===== src/rtl/bb_pkg.sv =====
`timescale 1ns/1ps
package bb_pkg;

    localparam int unsigned BUS_W = 32;
    localparam int unsigned LANES = BUS_W / 8;
    localparam int unsigned POS_W = $clog2(BUS_W);

    typedef enum logic [1:0] {
        SZ_BYTE = 2'd0,
        SZ_HALF = 2'd1,
        SZ_WORD = 2'd2
    } xfer_size_e;

    typedef enum logic [2:0] {
        ST_IDLE,
        ST_RD,
        ST_MODIFY,
        ST_WR,
        ST_RESP
    } rmw_state_e;

    // Result of decoding one CPU address against the alias windows
    typedef struct packed {
        logic             hit;
        logic [BUS_W-1:0] unit_addr;
        logic [POS_W-1:0] bit_pos;
        logic [LANES-1:0] lanes;
    } alias_map_t;

    // Byte lanes touched by an access of a given size at a given offset
    function automatic logic [LANES-1:0] lane_mask(logic [1:0] sz, logic [1:0] lo);
        case (sz)
            SZ_BYTE: return 4'b0001 << lo;
            SZ_HALF: return 4'b0011 << {lo[1], 1'b0};
            default: return 4'b1111;
        endcase
    endfunction

endpackage


===== src/rtl/bb_decode.sv =====
`timescale 1ns/1ps
module bb_decode
    import bb_pkg::*;
#(
    parameter int unsigned NUM_WIN   = 2,
    parameter logic [NUM_WIN-1:0][31:0] WIN_BASE = {32'h4200_0000, 32'h2200_0000},
    parameter int unsigned WIN_LOG2  = 25,
    parameter int unsigned KEEP_LSB  = 29,
    parameter int unsigned BIT_SHIFT = 5
) (
    input  logic [31:0] addr,
    input  logic [1:0]  size,
    output alias_map_t  map
);
    localparam logic [31:0] LO_MASK = (32'd1 << WIN_LOG2) - 32'd1;
    localparam logic [31:0] HI_MASK = ~((32'd1 << KEEP_LSB) - 32'd1);

    logic [NUM_WIN-1:0] win_hit;

    for (genvar w = 0; w < NUM_WIN; w++) begin : g_win
        assign win_hit[w] = (addr[31:WIN_LOG2] == WIN_BASE[w][31:WIN_LOG2]);
    end

    logic [31:0] tgt;
    logic [31:0] unit_a;
    logic [4:0]  idx;

    always_comb begin
        tgt    = (addr & HI_MASK) | ((addr & LO_MASK) >> BIT_SHIFT);
        unit_a = tgt;
        idx    = '0;
        case (size)
            SZ_BYTE: begin
                unit_a = tgt;
                idx    = {2'b00, addr[4:2]};
            end
            SZ_HALF: begin
                unit_a = {tgt[31:1], 1'b0};
                idx    = {1'b0, addr[5:2]};
            end
            default: begin
                unit_a = {tgt[31:2], 2'b00};
                idx    = addr[6:2];
            end
        endcase
        map.hit       = |win_hit;
        map.unit_addr = unit_a;
        map.bit_pos   = {unit_a[1:0], 3'b000} + idx;
        map.lanes     = lane_mask(size, unit_a[1:0]);
    end

endmodule


===== src/rtl/bb_rmw_fsm.sv =====
`timescale 1ns/1ps
module bb_rmw_fsm
    import bb_pkg::*;
(
    input  logic        clk,
    input  logic        rst,
    input  logic        start,
    input  logic        is_write,
    input  logic        set_val,
    input  alias_map_t  map_in,
    input  logic [31:0] mem_rdata,
    output rmw_state_e  state,
    output alias_map_t  map_q,
    output logic [31:0] wb_word
);
    rmw_state_e  nxt;
    logic        we_q;
    logic        val_q;
    logic [31:0] sel;

    assign sel = 32'd1 << map_q.bit_pos;

    always_comb begin
        nxt = state;
        case (state)
            ST_IDLE:   if (start) nxt = ST_RD;
            ST_RD:     nxt = we_q ? ST_MODIFY : ST_RESP;
            ST_MODIFY: nxt = ST_WR;
            ST_WR:     nxt = ST_IDLE;
            ST_RESP:   nxt = ST_IDLE;
            default:   nxt = ST_IDLE;
        endcase
    end

    always_ff @(posedge clk) begin
        if (rst) begin
            state   <= ST_IDLE;
            we_q    <= 1'b0;
            val_q   <= 1'b0;
            map_q   <= '0;
            wb_word <= '0;
        end else begin
            state <= nxt;
            if (state == ST_IDLE && start) begin
                map_q <= map_in;
                we_q  <= is_write;
                val_q <= set_val;
            end
            if (state == ST_MODIFY)
                wb_word <= val_q ? (mem_rdata | sel) : (mem_rdata & ~sel);
        end
    end


    modify_only_for_write_chk: assert property (@(posedge clk) disable iff (rst)
        (state == ST_MODIFY) |-> $past(state == ST_RD) && we_q);

endmodule


===== src/rtl/bitband_bridge.sv =====
`timescale 1ns/1ps
module bitband_bridge
    import bb_pkg::*;
#(
    parameter int unsigned NUM_WIN   = 2,
    parameter logic [NUM_WIN-1:0][31:0] WIN_BASE = {32'h4200_0000, 32'h2200_0000},
    parameter int unsigned WIN_LOG2  = 25,
    parameter int unsigned KEEP_LSB  = 29,
    parameter int unsigned BIT_SHIFT = 5
) (
    input  logic        clk,
    input  logic        rst,
    input  logic        s_req,
    input  logic        s_we,
    input  logic [1:0]  s_size,
    input  logic [31:0] s_addr,
    input  logic [31:0] s_wdata,
    output logic        s_ready,
    output logic        s_rvalid,
    output logic [31:0] s_rdata,
    output logic        m_req,
    output logic        m_we,
    output logic [31:0] m_addr,
    output logic [3:0]  m_be,
    output logic [31:0] m_wdata,
    input  logic [31:0] m_rdata
);
    alias_map_t  amap;
    alias_map_t  map_q;
    rmw_state_e  state;
    logic [31:0] wb_word;
    logic        accept;
    logic        pass;
    logic        pt_rd_q;

    bb_decode #(
        .NUM_WIN  (NUM_WIN),
        .WIN_BASE (WIN_BASE),
        .WIN_LOG2 (WIN_LOG2),
        .KEEP_LSB (KEEP_LSB),
        .BIT_SHIFT(BIT_SHIFT)
    ) u_decode (
        .addr(s_addr),
        .size(s_size),
        .map (amap)
    );

    assign s_ready = (state == ST_IDLE);
    assign accept  = s_req && s_ready;
    assign pass    = accept && !amap.hit;

    bb_rmw_fsm u_fsm (
        .clk      (clk),
        .rst      (rst),
        .start    (accept && amap.hit),
        .is_write (s_we),
        .set_val  (s_wdata[0]),
        .map_in   (amap),
        .mem_rdata(m_rdata),
        .state    (state),
        .map_q    (map_q),
        .wb_word  (wb_word)
    );

    always_comb begin
        m_req   = pass || (state == ST_RD) || (state == ST_WR);
        m_we    = pass ? s_we : (state == ST_WR);
        m_addr  = pass ? s_addr : map_q.unit_addr;
        m_be    = pass ? lane_mask(s_size, s_addr[1:0]) : map_q.lanes;
        m_wdata = pass ? s_wdata : wb_word;
    end

    always_ff @(posedge clk) begin
        if (rst) pt_rd_q <= 1'b0;
        else     pt_rd_q <= pass && !s_we;
    end

    assign s_rvalid = pt_rd_q || (state == ST_RESP);
    assign s_rdata  = (state == ST_RESP) ? {31'b0, m_rdata[map_q.bit_pos]}
                    : (pt_rd_q ? m_rdata : '0);


    reset_idle_chk: assert property (@(posedge clk) disable iff (rst)
        $past(rst) |-> (s_ready && !s_rvalid));


    alias_rd_bit_chk: assert property (@(posedge clk) disable iff (rst)
        (accept && amap.hit && !s_we) |=> ##1 (s_rvalid && s_rdata[31:1] == '0));


    alias_rd_lock_chk: assert property (@(posedge clk) disable iff (rst)
        (accept && amap.hit && !s_we) |=> (!s_ready && m_req && !m_we) ##1 !s_ready ##1 s_ready);


    alias_wr_lock_chk: assert property (@(posedge clk) disable iff (rst)
        (accept && amap.hit && s_we) |=> (!s_ready && m_req && !m_we) ##1 (!s_ready && !m_req)
                                         ##1 (!s_ready && m_req && m_we) ##1 s_ready);


    busy_is_alias_chk: assert property (@(posedge clk) disable iff (rst)
        (m_req && !s_ready) |-> map_q.hit);


    pass_through_chk: assert property (@(posedge clk) disable iff (rst)
        (s_req && s_ready && !amap.hit) |-> (m_req && m_addr == s_addr && m_we == s_we));

endmodule


===== config.mk =====
export PLATFORM = sky130hd
export DESIGN_NAME = bitband_bridge
export DESIGN_NICKNAME = d
export VERILOG_FILES = /design/src/rtl/bb_pkg.sv /design/src/rtl/bb_decode.sv /design/src/rtl/bb_rmw_fsm.sv /design/src/rtl/bitband_bridge.sv
export SDC_FILE = /design/constraint.sdc
export NUM_CORES = 1
export LEC_CHECK = 0
export BUFFER_PORTS_ARGS = -buffer_cell sky130_fd_sc_hd__clkbuf_2
export CORE_MARGIN = 2
export CORE_UTILIZATION = 47
export DETAILED_ROUTE_END_ITERATION = 6
export PLACE_DENSITY = 0.81
export SLEW_MARGIN = 30
export SYNTH_ARGS = -nofsm -noshare
export SYNTH_HDL_FRONTEND = slang
export SYNTH_SLANG_ARGS = --single-unit

===== constraint.sdc =====
create_clock -name clk -period 2.22 [get_ports clk]
set_input_delay 0.111 -clock clk [delete_from_list [all_inputs] [get_ports clk]]
set_output_delay 0.111 -clock clk [all_outputs]
set_load 0.1 [all_outputs]

# After elaboration in Yosys (flattened, before gate mapping)
# Index checks and enable logic that the tools add are counted.
# word_totals
reg_bits	79
input_bits	102
output_inout_bits	104
elab_cells	56
# op_classes
addsub	1
order_cmp	1
eq_ne	8
n_shift	5
mux	16
bitwise_logic	4
n_reduce_logical	13
# op_table
cell	count
32-bit 2-to-1 mux	5
32-bit AND	1
32-bit inverter	1
32-bit by 20-bit OR with 32-bit output	1
32-bit OR	1
1-bit by 5-bit left shift with 32-bit output (first input constant)	1
4-bit case mux with 2 select lines	2
5-bit case mux with 2 select lines	1
3-bit case mux with 3 select lines	1
1-bit by 2-bit left shift with 4-bit output (first input constant)	2
2-bit by 2-bit left shift with 4-bit output (first input constant)	2
7-bit by 5-bit == test with 1-bit output (second input constant)	1
7-bit by 6-bit == test with 1-bit output (second input constant)	1
3-bit by 2-bit == test with 1-bit output (second input constant)	2
5-bit by 6-bit less-than comparator with 1-bit output (second input constant)	1
3-bit 2-to-1 mux	2
5-bit adder	1
1-bit binary-select mux with 5-bit select	1
1-bit logical AND	5
4-bit 2-to-1 mux	1
2-bit case mux with 2 select lines	1
3-bit by 1-bit == test with 1-bit output (second input constant)	1
3-bit == test (second input constant)	1
3-bit logical NOT	1
other kinds (7)	11

# Depth between registers and ports, before layout
# Gate-level depths: netlist of the first run.
# depth
depth_word	6
depth_mapped	7
ltp_nobuf	5

# Modules after synthesis
# From an unflattened synthesis of the first run, not the netlist that was laid out.
# unflattened
hier_cells	586
hier_area_um2	5019.8
# modules_own_cells
module	n_inst	cells_each	area_each_um2	seq_area_each_um2
bb_rmw_fsm	1	376	3211.8	1581.5
bitband_bridge	1	161	1445.1	20.0
bb_decode	1	49	362.8	0.0

# Least setup slack after synthesis of the first run
# Ideal clock, no wire load.
# synth_timing
path_kind	flip-flop to output port
from	register u_fsm.state[0]
to	output m_be[0]
t_arrival_ns	3.652
required_time_ns	2.109
setup_slack_ns	-1.543
stages_incl_launch_ff	6
path_buffers	2
path_cell_list	dfxtp_1 > nor3_2 > nand3b_1 > buf_4 > buf_4 > o21ai_1
# synth_via
elab_chain_cells	4
# synth_rtl
element	line	rtl
from (decl)	bb_rmw_fsm.sv:12	output rmw_state_e state,
from (signal assigned)	bb_rmw_fsm.sv:43	state <= nxt;
3-bit logical NOT	bitband_bridge.sv:48	assign s_ready = (state == ST_IDLE);
named net s_ready	bitband_bridge.sv:18	output logic s_ready,
1-bit logical AND	bitband_bridge.sv:49	assign accept = s_req && s_ready;
1-bit logical AND	bitband_bridge.sv:50	assign pass = accept && !amap.hit;
4-bit 2-to-1 mux	bitband_bridge.sv:69	m_be = pass ? lane_mask(s_size, s_addr[1:0]) : map_q.lanes;
to (decl)	bitband_bridge.sv:24	output logic [3:0] m_be,
# The timed path passes the listed nets, and every way through them passes these cells.

# Final worst setup path of the first run
# layout_timing
from	input s_addr[26]
to	output m_wdata[31]
# layout_via
elab_chain_cells	5
word_cells_on_any_way	6
cone_classes	2 x eq/ne; 1 x mux; 3 x reduce/logical
# layout_rtl
element	line	rtl
from (decl)	bitband_bridge.sv:16	input logic [31:0] s_addr,
7-bit by 5-bit == test with 1-bit output or 7-bit by 6-bit == test with 1-bit output (tied branches)	bb_decode.sv:21	assign win_hit[w] = (addr[31:WIN_LOG2] == WIN_BASE[w][31:WIN_LOG2]);
2-bit OR reduction (*)	bb_decode.sv:46	map.hit = |win_hit;
1-bit logical NOT (*)	bitband_bridge.sv:50	
1-bit logical AND (*)	bitband_bridge.sv:50	
32-bit 2-to-1 mux (*)	bitband_bridge.sv:70	m_wdata = pass ? s_wdata : wb_word;
to (decl)	bitband_bridge.sv:25	output logic [31:0] m_wdata,
# Mark *: on every way between the ends. The rest lies on a longest branch, timed or not.

==> reports/summary.md, run 1 <==
The flow ran to the end, and the final reports show no timing, DRC or antenna violations. The number of sinks on the clock net was 70. The detailed router placed 5030 vias in this run. The share of cells above drive strength 1 came out at 45.2%.

The number of buffers and inverters on the critical path is 4. The destination of the worst hold path is u_fsm.map_q[22]. The most critical setup path has its startpoint at s_addr[26]. For this run, the total global-route usage over all layers was measured as 30.0%. Dividing the detail-routed wire length by the instance count gives 18.6 microns. The tools report the aggregate negative setup slack as 0 ns.

The H-tree generated during clock tree synthesis spans 3 levels. Ranked by instance count, the synthesized netlist is headed by 95 x nand2_1, 70 x dfxtp_1, 58 x nor2_1. The number of enable-type register cells in the synthesized netlist is 0, and the data required time of the worst path is 2.11 ns.

Among all cell types in the netlist, the one instantiated most often is nand2_1. TritonCTS built the clock tree. The fraction of the cycle the final worst path needs came out at 99.2%.

Setup violations remaining at the end of the flow were counted as 0. For the final non-filler cell total, the log shows 868. For the weighted congestion at the end of routability-driven global placement, the log shows 0.908. The gate count of the mapped netlist was 551.

The logs give 0 for the post-detailed-route count of antenna-violating nets and 0.22 ns for the setup slack on the worst flop-to-flop path. After clock tree synthesis, the clock-pin slew on the worst setup and hold paths is 0.08 ns. Data on the critical path arrives at its endpoint at 2.09 ns. The register bit count reported by yosys came out at 70.

The critical path is of the in2out type. The slew at the pin closest to its max-slew limit was 0.922 ns. For this run, design rule violations remaining after detail routing come to 0. The post-layout minimum cycle time works out to 2.20 ns. For this design the ratio of total power to cell area is 520 nW/um^2. For this run, the number of Yosys warnings is 0. For the worst flop-to-flop path, the logic depth is 5.

For the HPWL after detailed placement, the log shows 11900 microns. Of all nets on the critical path, the largest fanout is 16. The die is 101 microns tall. For the wire length of the first global-routing pass, the log shows 24400 microns. In this run the tightest slew margin relative to its limit is 38.6%.

The total wirelength of the detailed-routed design is 16200 microns. Yosys attributes the largest share of cell area to dfxtp_1 32%, mux2_1 14%, nand2_1 8.1%. In this run the biggest area consumer among cell types represents 31.8% of the synthesized area. Top achievable clock speed: 0.454 GHz. For the via count of the first global-routing pass, the log shows 5012. Port buffering added 205 buffers. The post-synth design cell area is 4410 sq um, and the number of top-level design ports is 206.

The run gives 4.02 mW as the power consumption. The number of rows in the core area was 35. The post-synthesis async set-or-reset flop share is 0%. The number of antenna violations at the first check in global routing was 0; the clock skew after layout was 0.0121 ns.

Initial cell density of the core: 48.0%. Most common flop cell mapped by yosys: dfxtp_1. The tools report the maximum clock insertion buffer count as 2. For the max-slew violation count, the log shows 0.

The worst register-to-register path begins at u_fsm.map_q[5]. Entering global routing, the biggest net connects 65 pins. The final count of hold timing violations came out at 0.

The signed area change from the synthesized netlist to the final layout is 75.0%, and the source-to-sink clock delay at the later pin of the worst-skew pair is 0.35 ns. On the critical path the largest part of the delay comes from simple AND/OR/NAND/NOR gates. The worst setup path is launched from an input pin.

The category of the worst setup path capture point is an output port. For this run, the post-layout net count is 856. The die covers 10200 sq um.

The synthesized design spends more area on one cell type than any other, namely dfxtp_1. The buffer type at the clock tree root is clkbuf_8. The tightest min-delay check is of the in2reg type. Dividing the synthesized area by the synthesized cell count gives 8.01 sq um. Across the run, the number of max-cap violations was 0. The run gives 841 as the post-placement cell count. The routed via count divided by cell count is 5.79. The number of nets handed over by synthesis was 654. Static leakage power: 3.24 nW. The run gives 9200 sq um as the floorplan core area. In this run, the number of DRC markers left after iteration 0 of detailed routing was 330. The largest individual stage delay along the critical path comes from the cell or4b_4. The layout has 524 filler cells. In this run, CTS created clock tree buffers numbering 9. For this run, the detailed router's first-pass iteration total came to 5.

The endpoint identified for the worst register-to-register timing path is u_fsm.wb_word[5]. From left edge to right edge, the die measures 101 microns. VDD sags by at most 0.334 mV.

The number of unique standard cell types used by synthesis was 45; the worst hold path depth was 3. For the remaining global-route overflow, the log shows 0. Fraction of the yosys area taken by sequential cells: 31.8%.

The largest stage delay on the critical path is 0.54 ns, and the antenna cell count is 0. Traced cell by cell, the critical path runs through clkbuf_2 > or4b_4 > nor3_4 > nand3b_1 > buf_4 > buf_16 > mux2_2 > buf_12. The startpoint identified for the worst hold timing path is s_addr[18]. Setup repair after global routing could not meet its margin everywhere.
-- worst register-to-register path, stage by stage (launching register included) --
cell	delay (ns)
dfxtp_1	0.34
buf_12	0.17
nor2_1	0.59
nand2_1	0.17
mux2i_1	0.18
a211oi_1	0.42
-- where the power goes --
part / switching, mW / internal (mW)
Clock: 0.487 / 0.512
Combinational: 1.11 / 0.649
Sequential: 0.00438 / 1.26
-- cells by family (layout without fill, tap and decap cells) --
kind of cell | count (synthesis) | in the layout | share of synthesized area (%)
xor gates and xnor gates | 2 | 2 | 0.397
adders and majority gates | 1 | 1 | 0.283
muxes | 83 | 83 | 21.4
buffers and inverters | 55 | 261 | 6.12
DFF | 70 | 70 | 31.8
and+or+nand+nor | 241 | 241 | 25.8
AOI/OAI and AO/OA | 99 | 99 | 14.3
-- registers in the layout (all words and copies together), names as in the netlist --
signal         flops
u_fsm.state        3
u_fsm.we_q         1
pt_rd_q            1
u_fsm.val_q        1
u_fsm.map_q       32
u_fsm.wb_word     32
-- placed cells by master, fill, tap and decap left out, types with 3 or more instances in the layout --
cell type,synthesis,routed
nand4_1,6,6
a21oi_1,35,35
a211oi_1,16,16
mux2_2,6,9
nand3b_1,4,4
a311oi_1,18,18
dfxtp_2,0,4
nor2_4,0,7
and3_2,0,3
inv_1,9,9
buf_12,0,102
mux2i_1,20,20
clkbuf_8,0,9
nand2_1,95,94
buf_4,5,19
nor2_1,58,51
o21ai_4,0,6
mux2_4,0,51
dfxtp_1,70,66
nand3_1,12,12
mux4_2,3,3
and2_1,32,32
clkbuf_2,0,106
o21ai_0,13,13
or3_1,3,3
dlygate4sd3_1,0,3
nand2b_1,4,4
nor3_1,6,6
nor2b_1,8,7
-- stage by stage --
stage	hold WS [ns]	util, %	instance area (sq um)	worst slack [ns]
6_report	0.00136	84.0	7720	0.0187
5_1_grt	0.000123	84.0	7720	-0.0405
4_1_cts	0.0000943	82.6	7600	0.00606
3_5_place_dp	0.345	80.2	7380	0.0368
3_3_place_gp	0.340	80.2	7380	0.103
2_1_floorplan	0.190	-	4770	-0.228
-- how the worst max path moves through the flow --
stage	end	cells after the start	slack [ns]
after CTS	s_rdata[0]	6	0.006
after global routing	m_wdata[31]	8	-0.04
after global placement	m_addr[0]	7	0.10
final	m_wdata[31]	8	0.02
after detailed placement	m_addr[31]	7	0.04
after floorplan	m_addr[1]	5	-0.23
-- metal layers --
| layer | GRT usage, % | vias to the layer above | routed length, microns |
|---|---|---|---|
| li1 | - | 2333 | - |
| met1 | 31.7 | 2330 | 5620 |
| met2 | 55.8 | 313 | 8480 |
| met3 | 7.91 | 54 | 1490 |
| met4 | 12.7 | 0 | 562 |
| met5 | 0 | - | 0 |
-- layout make-up --
cell class                 count  area [sq um]  area share [%]
clock buffer                  11           131            1.70
clock inverter                 4          48.8           0.632
inverter                       9          33.8           0.438
multi-input combinational    426          3100            40.1
sequential                    70          1410            18.2
tap                          111           139            1.80
timing repair buffer         237          2870            37.1
-- timing repair --
action,4_1_cts,5_1_grt
pin swaps,1,2
hold endpoints to repair,3,0
setup buffers,1,4
endpoints found under the setup margin,6,8
hold buffers,3,0
cloned,0,4
gates resized for setup,1,10
Power figures use the tool's default switching activity.
==> inputs of run 2 (changes only) <==
Settings changed: HOLD_SLACK_MARGIN from default to 0.1.
==> reports/summary.md, run 2 (synthesis results as in run 1) <==
For the highest ir drop seen on vdd, the log shows 0.383 mV (+15%). The tools report the first-pass iteration count of the detailed router as 6 (+1). The source-to-sink clock delay at the later pin of the worst-skew pair came out at 0.35 ns (about the same). The routed via count divided by cell count was 5.89 (+1.7%). The y dimension of the die is 101 microns (unchanged), and the die outline width is 101 microns (unchanged). The kind of cell adding the most delay to the critical path was multiplexers.

The met2 usage is 61.9% (+6.2 points). The final count of hold timing violations came out at 0 (unchanged). For the number of max-cap violations, the log shows 0 (unchanged). The global routing stage identified its most utilized layer as met2. Via count of the first global-routing pass: 5403 (+7.8%).

The max-slew violation count was 0 (unchanged). STA classifies the critical path startpoint as a flip-flop. The number of vias in the routed layout was 5327 (+5.9%); the maximum clock insertion buffer count was 2 (unchanged). The weighted congestion at the end of routability-driven global placement is 0.908 (unchanged). The number of DRC violations after detailed-routing iteration 0 came out at 362 (+9.7%). The antenna cell count is 0 (unchanged).

The fraction of the cycle the final worst path needs came out at 99.3% (+0.12 points). The static leakage power was 3.39 nW (+4.5%). The largest registers in the layout are u_fsm.map_q x32, u_fsm.wb_word x32, u_fsm.state x3. The category of the most critical setup path was reg2out. The tools report the top achievable clock speed as 0.454 GHz (-0.12%). Setup repair after global routing could not meet its margin everywhere.

The run finished with clean final reports. The data required time of the worst path came out at 2.11 ns (about the same). The largest stage delay on the critical path was 0.53 ns (about the same); the largest fanout of any net on the critical path was 6 (-10). The area growth from synthesis to layout is 83.2%. The DRC violation count after routing is 0 (unchanged), and the share of cells above drive strength 1 is 42.7% (-2.4 points). The full die area was 10200 sq um (unchanged). The run gives 48.0% (unchanged) as the initial cell density of the core. In the layout the commonest cells are 106 x clkbuf_2, 102 x buf_12, 95 x nand2_1. The tools report the core occupancy in the finished layout as 87.9% (+3.9 points). TritonCTS built the clock tree. For the headroom to the max-slew limit, the log shows 37.9% (-0.62 points). The run gives 4.08 mW (+1.6%) as the power consumption.

Buffer type at the clock tree root: clkbuf_8. The buffer and inverter count on the worst path is 2 (-2), and the number of antenna violations at the first check in global routing is 0 (unchanged). The tools report the clock skew after layout as 0.00958 ns (-0.00250 ns).

The class of the tightest hold or removal check is in2reg. The slew at the pin closest to its max-slew limit is 0.931 ns (+0.00924 ns). The tools report the met1 track utilization from global routing as 35.8% (+4.1 points). Leaving out fill and tap cells, the most frequent cell in the layout is clkbuf_2. The tools report the post-placement cell count as 841 (unchanged).

The signal on the critical path passes through buf_6 > mux4_2 > o22ai_2 > o22a_1 > a32oi_4 > buf_12. For the met3 track utilization from global routing, the log shows 8.67% (+0.76 points). The count of port buffers added during placement is 205 (unchanged), and the aggregate negative setup slack is 0 ns (unchanged). The run gives 33.5% (+3.5 points) as the all-layer global routing usage. The category of the worst setup path capture point was an output port. The run gives 892 (+4.2%) as the net total in the final layout. The post-detailed-route count of antenna-violating nets was 0 (unchanged). The cell area power density is 505 nW/um^2 (-3.0%).

The post-layout minimum cycle time came out at 2.20 ns (+0.00260 ns). The number of top-level design ports was 206 (unchanged); the largest net degree at the start of global routing was 65 (unchanged). The routed length per placed instance was 19.8 microns (+6.3%).

For the minimum hold slack, the log shows 0.114 ns (+0.112 ns). The critical-path cell with the highest stage delay was mux4_2. The HPWL after detailed placement came out at 11900 microns (unchanged). For the number of sinks on the clock net, the log shows 70 (unchanged). The tools report the number of endpoints failing setup at the final stage as 0 (unchanged). Remaining global-route overflow: 0 (unchanged). The final non-filler cell total came out at 904 (+4.1%). The clock-pin transition on the worst setup and hold timing paths was 0.08 ns (about the same); the total wirelength of the detailed-routed design was 17900 microns (+11%). The logs give 35 (unchanged) for the number of rows in the core area and 2.09 ns (about the same) for the critical path data arrival time. The logs give 9200 sq um (unchanged) for the floorplan core area and 3 (unchanged) for the number of H-tree levels. The logs give 9 (unchanged) for the number of buffers inserted during clock tree synthesis and 27100 microns (+11%) for the wire length of the first global-routing pass.
==> run 2: path summary, 6_finish.rpt <==
path | startpoint | end | slack, ns | depth (start not counted)
worst min register to register | u_fsm.map_q[0] | u_fsm.map_q[0] | 0.46 | 2
worst max-delay path | u_fsm.map_q[4] | s_rdata[0] | 0.02 | 6
worst max register to register | u_fsm.map_q[6] | u_fsm.wb_word[5] | 0.12 | 5
worst min-delay path | m_rdata[7] | u_fsm.wb_word[7] | 0.11 | 3
==> run 2: per-layer routing <==
layer | up-vias | wire length (microns)
met5 | - | 0
met4 | 0 | 728
met3 | 84 | 1730
met2 | 393 | 9370
met1 | 2456 | 6070
li1 | 2394 | -
==> run 2: worst min-delay path: cells and delay by family <==
family / cells / cell delay (ns)
AOI/OAI and AO/OA: 1 / 0.08
buffers and inverters: 1 / 0.10
muxes: 1 / 0.13
==> run 2: final cells by class <==
class / instances / area [sq um]
repair buffers: 273 / 3230
multi-input cells: 426 / 3090
flip-flops and latches: 70 / 1410
fillers: 431 / 1110
well taps: 111 / 139
clock buffers: 11 / 131
clock inverters: 4 / 48.8
inverters: 9 / 33.8
==> run 2: where the power goes <==
group          internal (mW)  switching, mW  leakage [nW]
clock                  0.512          0.486        0.0931
combinational          0.692           1.13          2.73
sequential              1.26        0.00448         0.566
==> run 2: through the flow <==
stage               setup WS [ns]  instance area (sq um)
finish                     0.0161                   8080
global route              -0.0407                   8080
CTS                       0.00606                   7980
detailed placement         0.0368                   7380
global placement            0.103                   7380
floorplan                  -0.228                   4770
==> run 2: repair_timing <==
item | 4_1_cts | 5_1_grt
resized for setup | 1 | 9
endpoints found under the hold margin | 42 | 0
setup buffers | 1 | 2
cloned | 0 | 4
pin swaps | 1 | 1
setup endpoints to repair | 6 | 10
hold buffers | 41 | 0
==> inputs of run 3 (changes only) <==
Settings changed: CORE_UTILIZATION 47 to 43, PLACE_DENSITY 0.81 to 0.78.
Clock period 2.22 ns to 1.92 ns, I/O delays scaled along.
==> reports/summary.md, run 3 (synthesis results as in run 1) <==
The run finished, with violations left. The checks that failed: DRC, setup timing. The routed via count divided by cell count was 6.09 (+3.3%). The max-slew violation count is 0 (unchanged), and the worst hold path depth is 3 (unchanged).

Wire length of the first global-routing pass: 30000 microns (+11%). The setup slack on the worst flop-to-flop path is -0.06 ns (-0.18 ns), and the first-pass iteration count of the detailed router is 7 (+1). HPWL after detailed placement: 12600 microns (+6.5%). The top achievable clock speed was 0.459 GHz; the number of max-cap violations was 0 (unchanged).

The maximum clock insertion buffer count was 2 (unchanged); the largest fanout of any net on the critical path was 6 (unchanged). The tools report the clock skew after layout as 0.0167 ns (+0.00707 ns). The remaining global-route overflow was 0 (unchanged); the full die area was 11100 sq um (+8.9%). The library cells used most frequently in the layout, excluding fill and tap cells, are 106 x buf_12, 102 x clkbuf_2, 92 x nand2_1. Net total in the final layout: 923 (+3.5%). The cell area power density is 614 nW/um^2 (+22%).

The core occupancy in the finished layout was 88.0% (+0.12 points). The largest registers in the layout are u_fsm.map_q x32, u_fsm.wb_word x32, u_fsm.state x3. The largest stage delay on the critical path is 0.42 ns (-0.11 ns), and the antenna cell count is 0 (unchanged).

Walking the worst path, the cells encountered are buf_4 > nand2b_4 > buf_6 > o22ai_1 > a21oi_1 > a21boi_2 > a32oi_4 > buf_12. The fraction of the cycle the final worst path needs is 114%. The weighted congestion at the end of routability-driven global placement came out at 0.890 (-1.9%). The most common cell after layout, fill and taps aside was buf_12.

Buffer and inverter count on the worst path: 3 (+1). Category of the most critical setup path: reg2out. The tools report the largest net degree at the start of global routing as 70 (+7.7%). The highest ir drop seen on vdd is 0.383 mV (about the same). The number of rows in the core area was 36 (+2.9%); the initial cell density of the core was 44.7% (-3.3 points). Setup repair after global routing could not meet its margin everywhere.

The slew at the pin closest to its max-slew limit works out to 0.707 ns (-0.224 ns). The run gives 9 (unchanged) as the number of buffers inserted during clock tree synthesis. The number of top-level design ports is 206 (unchanged), and the post-detailed-route count of antenna-violating nets is 0 (unchanged).

The DRC violation count after routing is 2 (+2), and the setup slack of the critical path after layout is -0.260 ns (-0.276 ns). The tools report the all-layer global routing usage as 33.7% (+0.27 points). The total wirelength of the detailed-routed design was 21500 microns (+20%).

For the via count of the first global-routing pass, the log shows 5816 (+7.6%). The pre-CTS worst setup slack is -0.106 ns (-0.143 ns). The nature of the critical path startpoint is a flip-flop. The worst setup path is captured at an output port. The share of cells above drive strength 1 works out to 47.0% (+4.3 points). The run gives 0 (unchanged) as the final count of hold timing violations. Grouping stages by cell kind, the critical path spends the most delay in compound AO/OA/AOI/OAI gates. The slowest stage of the critical path belongs to the cell dfxtp_4.

The terminus of the critical flop-to-flop path is u_fsm.wb_word[9]. The number of H-tree levels came out at 3 (unchanged). The count of port buffers added during placement was 205 (unchanged). The y dimension of the die works out to 105 microns (+4.4%). Number of sinks on the clock net: 70 (unchanged). The class of the tightest hold or removal check is in2reg. The tools report the number of DRC violations after detailed-routing iteration 0 as 528 (+46%).

Cell depth of the worst flop-to-flop path: 5 (unchanged). The data required time of the worst path came out at 1.82 ns (-0.29 ns). The startpoint identified for the worst register-to-register timing path is u_fsm.map_q[5]. For the number of vias in the routed layout, the log shows 5832 (+9.5%).

The tree is rooted in a clkbuf_8. The tools report the critical path data arrival time as 2.08 ns (about the same). In this run the most critical hold path is launched from m_rdata[22].

The headroom to the max-slew limit was 52.7% (+15 points). The path with the worst hold slack has its endpoint at u_fsm.wb_word[22]. Die outline width: 105 microns (+4.4%). The source-to-sink clock delay at the later pin of the worst-skew pair came out at 0.36 ns (about the same). The area growth from synthesis to layout is 96.8%. The routed design could run at a clock period as short as 2.18 ns. TritonCTS built the clock tree. The tools report the number of antenna violations at the first check in global routing as 0 (unchanged). The power consumption is 5.33 mW (+31%), and the floorplan core area is 9860 sq um (+7.3%).

The number of endpoints failing setup at the final stage was 92 (+92). The run gives 3.66 nW (+8.0%) as the static leakage power. The routed length per placed instance was 22.5 microns (+13%). The clock-pin transition on the worst setup and hold timing paths came out at 0.08 ns (about the same).
-- run 3: cell types whose count changed in the layout (fill, tap and decap cells not counted), moves of 4 or more --
cell      previous run  this run
buf_12             102       106
buf_6                2        14
buf_4               17        29
clkbuf_2           106       102
dfxtp_4              0         4
-- run 3: worst max-delay path by stage --
stage,startpoint,to,slack (ns),cells past startpoint
final,u_fsm.map_q[4],s_rdata[0],-0.26,8
after global routing,u_fsm.map_q[4],s_rdata[0],-0.28,8
after CTS,u_fsm.map_q[4],s_rdata[0],-0.17,5
after detailed placement,s_addr[26],m_wdata[18],-0.11,8
after global placement,s_addr[26],m_wdata[26],-0.05,8
after floorplan,u_fsm.state[1],m_addr[1],-0.51,5
-- run 3: metal layers --
metal	vias up	track usage [%]	wire (microns)
met5	-	0	0
met4	0	18.8	1420
met3	143	7.98	2240
met2	527	61.9	10900
met1	2690	35.0	6990
li1	2472	-	-
-- run 3: report_power, final --
part	leakage, nW	internal (mW)	switching [mW]
Clock	0.132	1.03	0.625
Sequential	0.569	1.45	0.00513
Combinational	2.96	0.862	1.36
Total	3.66	3.34	1.99
-- run 3: metrics by stage --
stage	TNS, ns	hold WS, ns	area [sq um]	instances
final	-9.40	0.104	8680	958
after floorplan	-30.18	0.175	4830	551
after CTS	-4.87	0.109	8410	944
after detailed placement	-4.65	0.324	7540	878
after global placement	-1.76	0.312	7540	878
after global routing	-13.12	0.118	8680	958
-- run 3: layout make-up --
class                      instances  area, sq um
inverter                           9         33.8
timing repair buffer             304         3630
clock inverter                     6          133
multi-input combinational        426         3160
sequential                        70         1420
tap                              133          166
fill                             397         1180
clock buffer                      10          138
-- run 3: what timing repair did --
item,in CTS,in global routing
gates resized for setup,25,30
gates cloned,1,7
endpoints found under the setup margin,85,112
buffers inserted,7,7
hold buffers,42,0
pin swaps,7,10
endpoints found under the hold margin,43,0
-- run 3: worst reg2reg max path, stage by stage (launching register included) --
cell	delay [ns]
dfxtp_4	0.38
buf_6	0.16
nor2_1	0.56
nand3_1	0.23
mux2i_1	0.20
a211oi_1	0.35
